**config.mk**
```make
export PLATFORM = sky130hd
export DESIGN_NAME = decade_seg_counter
export DESIGN_NICKNAME = d
export VERILOG_FILES = /design/src/rtl/dsc_pkg.sv /design/src/rtl/dsc_rst_sync.sv /design/src/rtl/dsc_counter.sv /design/src/rtl/dsc_seg_decode.sv /design/src/rtl/decade_seg_counter.sv
export SDC_FILE = /design/constraint.sdc
export NUM_CORES = 1
export LEC_CHECK = 0
export BUFFER_PORTS_ARGS = -buffer_cell sky130_fd_sc_hd__clkbuf_2
export CAP_MARGIN = 20
export CORE_AREA = 2 2 39 41
export CTS_CLUSTER_DIAMETER = 60
export DETAILED_ROUTE_END_ITERATION = 16
export DIE_AREA = 0 0 41 43
export PLACE_DENSITY = 0.7
export SETUP_SLACK_MARGIN = 0.15
export SLEW_MARGIN = 40
export SYNTH_ARGS = -nofsm -noshare
export SYNTH_HDL_FRONTEND = slang
export SYNTH_HIERARCHICAL = 1
export SYNTH_SLANG_ARGS = --single-unit
```
**constraint.sdc**
```tcl
create_clock -name clk -period 2.77 [get_ports clk]
set_clock_uncertainty 0.15 [all_clocks]
set_input_delay 0.1385 -clock clk [delete_from_list [all_inputs] [get_ports clk]]
set_output_delay 0.1385 -clock clk [all_outputs]
set_load 0.01 [all_outputs]
```
**src/rtl/dsc_pkg.sv**
```systemverilog
package dsc_pkg;
  localparam int SEG_W = 7;

  function automatic logic [SEG_W-1:0] digit_to_seg(input int unsigned d);
    logic [SEG_W-1:0] s;
    case (d)
      0:       s = 7'h3F;
      1:       s = 7'h06;
      2:       s = 7'h5B;
      3:       s = 7'h4F;
      4:       s = 7'h66;
      5:       s = 7'h6D;
      6:       s = 7'h7C;
      7:       s = 7'h07;
      8:       s = 7'h7F;
      9:       s = 7'h67;
      default: s = '0;
    endcase
    return s;
  endfunction
endpackage

```
**src/rtl/dsc_rst_sync.sv**
```systemverilog
module dsc_rst_sync #(
  parameter int STAGES = 2
) (
  input  logic clk,
  input  logic rst_n,
  output logic rst_n_o
);
  logic [STAGES-1:0] sync_q;
  logic [STAGES-1:0] sync_d;

  always_comb begin
    sync_d = {sync_q[STAGES-2:0], 1'b1};
  end

  always_ff @(posedge clk or negedge rst_n) begin
    if (!rst_n) sync_q <= '0;
    else        sync_q <= sync_d;
  end

  assign rst_n_o = sync_q[STAGES-1];
endmodule

```
**src/rtl/dsc_counter.sv**
```systemverilog
module dsc_counter #(
  parameter int W   = 4,
  parameter int MOD = 10
) (
  input  logic         clk,
  input  logic         rst_n,
  input  logic         en,
  input  logic         load_n,
  output logic [W-1:0] count
);
  localparam logic [W-1:0] LAST = W'(MOD - 1);

  logic [W-1:0] count_d;

  always_comb begin
    if (!load_n)          count_d = '0;
    else if (en)          count_d = (count >= LAST) ? '0 : count + W'(1);
    else                  count_d = count;
  end

  always_ff @(posedge clk or negedge rst_n) begin
    if (!rst_n) count <= '0;
    else        count <= count_d;
  end
endmodule

```
**src/rtl/dsc_seg_decode.sv**
```systemverilog
module dsc_seg_decode
  import dsc_pkg::*;
#(
  parameter int W = 4
) (
  input  logic [W-1:0]     digit,
  input  logic             blank_n,
  input  logic             lamp_n,
  input  logic             zblank_n,
  output logic [SEG_W-1:0] seg
);
  always_comb begin
    if (!blank_n)                        seg = '0;
    else if (!lamp_n)                    seg = '1;
    else if (!zblank_n && digit == '0)   seg = '0;
    else                                 seg = digit_to_seg(int'(digit));
  end
endmodule

```
**src/rtl/decade_seg_counter.sv**
```systemverilog
module decade_seg_counter #(
  parameter int W           = 4,
  parameter int MOD         = 10,
  parameter int SYNC_STAGES = 2
) (
  input  logic       clk,
  input  logic       rst_n,
  input  logic       cnt_en,
  input  logic       load_n,
  input  logic       blank_n,
  input  logic       lamp_n,
  input  logic       zblank_n,
  output logic [6:0] seg
);
  logic         core_rst_n;
  logic [W-1:0] count;

  dsc_rst_sync #(.STAGES(SYNC_STAGES)) u_rst (
    .clk     (clk),
    .rst_n   (rst_n),
    .rst_n_o (core_rst_n)
  );

  dsc_counter #(.W(W), .MOD(MOD)) u_cnt (
    .clk    (clk),
    .rst_n  (core_rst_n),
    .en     (cnt_en),
    .load_n (load_n),
    .count  (count)
  );

  dsc_seg_decode #(.W(W)) u_dec (
    .digit    (count),
    .blank_n  (blank_n),
    .lamp_n   (lamp_n),
    .zblank_n (zblank_n),
    .seg      (seg)
  );
endmodule

```
Word level (Yosys, flattened, before mapping) --
Memories as Yosys holds them, arrays and structs flattened. Cells that the tools add are included.
Word-level totals: input port bits 7, output and inout port bits 7, ROM bits 112, register bits 6, memories kept 1, word-level logic and storage cells 15
Cells by class: magnitude comparators 1, eq/ne operators 1, reduce and logical (&&, ||, !) cells 3, add/subtract/negate cells 1, mux-type cells 6
Memories:
- (name not given) | depth 16, width 7, rd ports 1, clocked after Yosys merged registers in 0, write ports 0, RTL line dsc_pkg.sv:6 | case (d)
Operators with widths (number):
- 7-bit two-way mux | 3
- 4-bit two-way mux | 3
- 4-bit by 1-bit adder with 4-bit output, second input constant | 1
- 4-bit greater-or-equal comparator, second input constant | 1
- 4-bit zero test | 1
- 2-bit != test, second input constant | 1
- 1-bit logical AND | 1
- 1-bit zero test | 1

Longest topological paths before layout --
depth in word-level cells 5, depth in mapped cells 5, mapped depth without buffers 5

Modules after synthesis --
Netlist, hierarchy kept.
Modules (own cells, without submodules):
- dsc_seg_decode | area each 245.2 µm², instances 1, cells each 35
- dsc_counter | area each 239.0 µm², instances 1, cells each 21
- dsc_rst_sync | area each 53.8 µm², instances 1, cells each 3

Worst setup path before layout --
No wires, ideal clock.
path type register to output, start register u_cnt.count[0], end output seg[3], arrival 1.559 ns, path slack 0.922 ns, stages on the path, launching flop included 6, required time 2.481 ns, path through dfrtp_1 -> inv_1 -> ha_1 -> nor2b_1 -> o311a_2 -> nor3b_1
Between the ends: cells in the longest elaborated chain, start to end 5
RTL lines:
- start, declared | RTL line dsc_counter.sv:9 | output logic [W-1:0] count
- start signal, assigned | RTL line dsc_counter.sv:23 | else count <= count_d;
- branches (longest 2 deep; another with memory read 16 x 7 bit)
- 7-bit two-way mux * | RTL line dsc_seg_decode.sv:15 | else if (!zblank_n && digit == '0) seg = '0;
- 7-bit two-way mux * | RTL line dsc_seg_decode.sv:14 | else if (!lamp_n) seg = '1;
- 7-bit two-way mux * | RTL line dsc_seg_decode.sv:13 | if (!blank_n) seg = '0;
- end, declared | RTL line decade_seg_counter.sv:13 | output logic [6:0] seg
Every way passes the cells marked *.

Worst setup path after layout --
Ends and elaborated chain as after synthesis.

==> metrics.log <==
[metrics] Final Cell Area: around 660 um^2
[metrics] endpoint type of the worst setup path: output pin
[metrics] adder and majority cell fraction of the synthesized area: between 10% and 20%
[metrics] Syn-to-layout area delta: 23.49%
[metrics] min cycle time layout: between 2000 and 2500 ps
[metrics] RSZ-0062 raised after global routing: no
[metrics] aggregate routed wire length: between 1 and 1.5 mm
[metrics] kind of path behind the tightest hold check: in2reg
[metrics] Avg WL per Cell: 11.63 um
[metrics] maxcap violations: 0
[metrics] maximum number of pins on one net before global-route repair: 15
[metrics] critical path type: reg2out
[metrics] iteration count of the initial detailed-routing pass: 4
[metrics] global-route wire length before repair: 1.683 mm
[metrics] buffer type at the clock tree root: clkbuf_4
[metrics] fin nets: 93
[metrics] area of the die: 1763 um^2
[metrics] postcts setup bufs: 0
[metrics] Die W: roughly 41 um
[metrics] clock tree from TritonCTS: built
[metrics] post-synthesis cell area: approximately 540 um^2
[metrics] number of sinks handled by clock tree synthesis: 6
[metrics] # resized after CTS: 0
[metrics] arrival time of data at the critical path endpoint: between 1500 and 2000 ps
[metrics] post-synthesis share of cell area spent on xor and xnor gates: 0%
[metrics] PortBufs: 13
[metrics] leak pwr: approximately 0.32 nW
[metrics] residual DRC count: 0
[metrics] Seq/Total Area, Yosys: around 28%
[metrics] count of mapped cells out of synthesis: slightly below 60
[metrics] number of antenna violations at the first check in global routing: 0
[metrics] maximum fanout along the worst path: 9
[metrics] Tcrit/Tclk final: between 80% and 90%
[metrics] final setup fails: 0
[metrics] number of routed nets with antenna violations: 0
[metrics] Clock H-tree levels: 1
[metrics] area fraction in compound gates after synthesis: around 26%
[metrics] Hold-fix buffers, CTS: 3
[metrics] placement row count: 14
[metrics] clock latency on the worst-skew pair: about 240 ps
[metrics] Post-Place Cell Area: around 600 um^2
[metrics] cell area power density: 376.0 nW/um^2
[metrics] overflow left after global routing: 0
[metrics] gpl congestion: a little under 0.7
[metrics] post-synthesis net count: 73
[metrics] GRT Total Usage: between 10 and 15%
[metrics] most common library cell in the layout ignoring fill and taps: clkbuf_2
[metrics] vias per inst: roughly 5.4
[metrics] initial cell density of the core: 38.88%
[metrics] post-synthesis mux area share: roughly 2.1%
[metrics] number of buffers between clock root and the deepest sink: 2
[metrics] final-report hold violation count: 0
[metrics] number of different library cells in the post-synthesis netlist: 29
[metrics] Num CTS Buffers: 3
[metrics] boundary pin count: 14
[metrics] number of warning messages in the yosys log: 6
[metrics] highest-count cells in the layout ignoring fill and taps: clkbuf_2 (13), ha_1 (7), dfrtp_1 (6)
[metrics] data required time at the worst endpoint: between 2000 and 2500 ps
[metrics] Antenna Cells: 0
[metrics] category of the worst setup path launch point: flip-flop
[metrics] via count: ~500
[metrics] share of final-layout standard cells stronger than drive strength 1: approximately 29%
[metrics] final count of pins violating max slew: 0
[metrics] violation count after the first detailed-route iteration: 9
[metrics] mean instance size in the synthesized netlist: 9.119 um^2
[metrics] placed wire-length estimate: around 800 um
[metrics] peak supply drop: around 0.3 mV
[metrics] register clock-pin slew on the reported worst setup and hold paths: approximately 40 ps
[metrics] standard cell core area: ~1400 um^2
[metrics] maximum operating frequency: ~450 MHz
[metrics] number of global-route vias before repair: 423
[metrics] number of flip-flops and latches in the synthesized netlist: 6
[metrics] simple-gate share of the synthesized area: a little over a fifth
[metrics] dominant combinational cell family by area after synthesis: compound AO/OA/AOI/OAI gates
[metrics] Setup TNS Final: 0 ps
[metrics] height of the die: between 40 and 50 um
[metrics] status: finished, final reports clean
==> critical path: stages (launching register included) <==
cell      delay (ps)
dfrtp_1          500
inv_1            110
ha_1             260
nor2b_1          160
o311a_2          330
nor3b_1          180
clkbuf_2         160
==> cell families (layout without fill, tap and decap cells) <==
family / Yosys count / after routing
muxes: 1 / 1
and+or+nand+nor: 18 / 18
other: 1 / 1
adders and majority gates: 7 / 7
buffers and inverters: 6 / 24
AOI/OAI and AO/OA: 20 / 20
DFF: 6 / 6
==> registers in the layout (all words and copies together), names as in the netlist <==
| signal | flops |
|---|---|
| u_cnt/count | 4 |
| u_rst/sync_q | 2 |
==> synth_stat cells, drive strengths merged <==
cell / number / area share [%]
or3: 1 / 1.2
nor3b: 1 / 1.4
a22o: 1 / 1.6
conb: 1 / 0.70
or3b: 1 / 2.1
or4b: 1 / 1.9
o311a: 1 / 2.1
mux2: 1 / 2.1
o211ai: 2 / 2.8
nand3: 1 / 0.93
nand4bb: 1 / 2.1
buf: 1 / 2.1
nor2: 2 / 1.4
a32o: 1 / 1.9
a21boi: 2 / 2.8
a31oi: 3 / 3.5
a21oi: 6 / 6.3
nor2b: 3 / 3.5
a41o: 1 / 1.9
o21ai: 3 / 2.8
and2b: 3 / 4.7
dfrtp: 6 / 28
nand2: 4 / 2.8
inv: 5 / 3.5
ha: 7 / 16
==> per-stage QoR <==
stage | total power [mW] | utilization [%] | setup WS, ps | hold slack, ps | cells
6_report | 0.2498 | 48.01 | 530.9 | 26.37 | 93
3_5_place_dp | 0.1684 | 44.21 | 792.3 | -223.2 | 87
4_1_cts | 0.2529 | 48.01 | 514.9 | 5.003 | 93
3_3_place_gp | 0.1672 | 44.21 | 796.6 | -226.0 | 87
5_1_grt | 0.2670 | 48.01 | 424.9 | 35.71 | 93
2_1_floorplan | 0.1440 | - | 922.5 | -307.1 | 59
==> path summary, 6_finish.rpt <==
path,from,endpoint,slack [ps],depth (start not counted)
max,u_cnt/count[0],seg[3],530,6
min,cnt_en,u_cnt/count[3],30,2
max reg2reg,u_cnt/count[1],u_cnt/count[0],1060,5
min reg2reg,u_rst/sync_q[0],u_rst/sync_q[1],190,0
max in group asynchronous,u_rst/sync_q[1],u_cnt/count[3],1860,1
min in group asynchronous,rst_n,u_rst/sync_q[0],60,2
==> power breakdown <==
group / total [mW] / internal (mW) / switching (mW) / leakage, nW
Combinational: 0.0721 / 0.0356 / 0.0365 / 0.232
Clock: 0.0793 / 0.0489 / 0.0303 / 0.0138
Sequential: 0.0984 / 0.0919 / 0.00656 / 0.0777
Total: 0.250 / 0.176 / 0.0734 / 0.323
==> routing by layer <==
metal,up-vias,wire (um),global-route usage [%]
met2,17,500,21.88
li1,250,-,-
met5,-,0,0
met4,0,16,8.000
met1,233,489,17.88
met3,2,75,0
==> cell type report <==
| class | count | area [um^2] |
|---|---|---|
| clock buffers | 3 | 22.52 |
| fillers | 133 | 719.4 |
| inverters | 5 | 18.77 |
| multi-input cells | 47 | 357.8 |
| flip-flops and latches | 6 | 150.1 |
| well taps | 16 | 20.02 |
| repair buffers | 16 | 95.09 |
No activity file was read; power rests on OpenSTA's default activity.
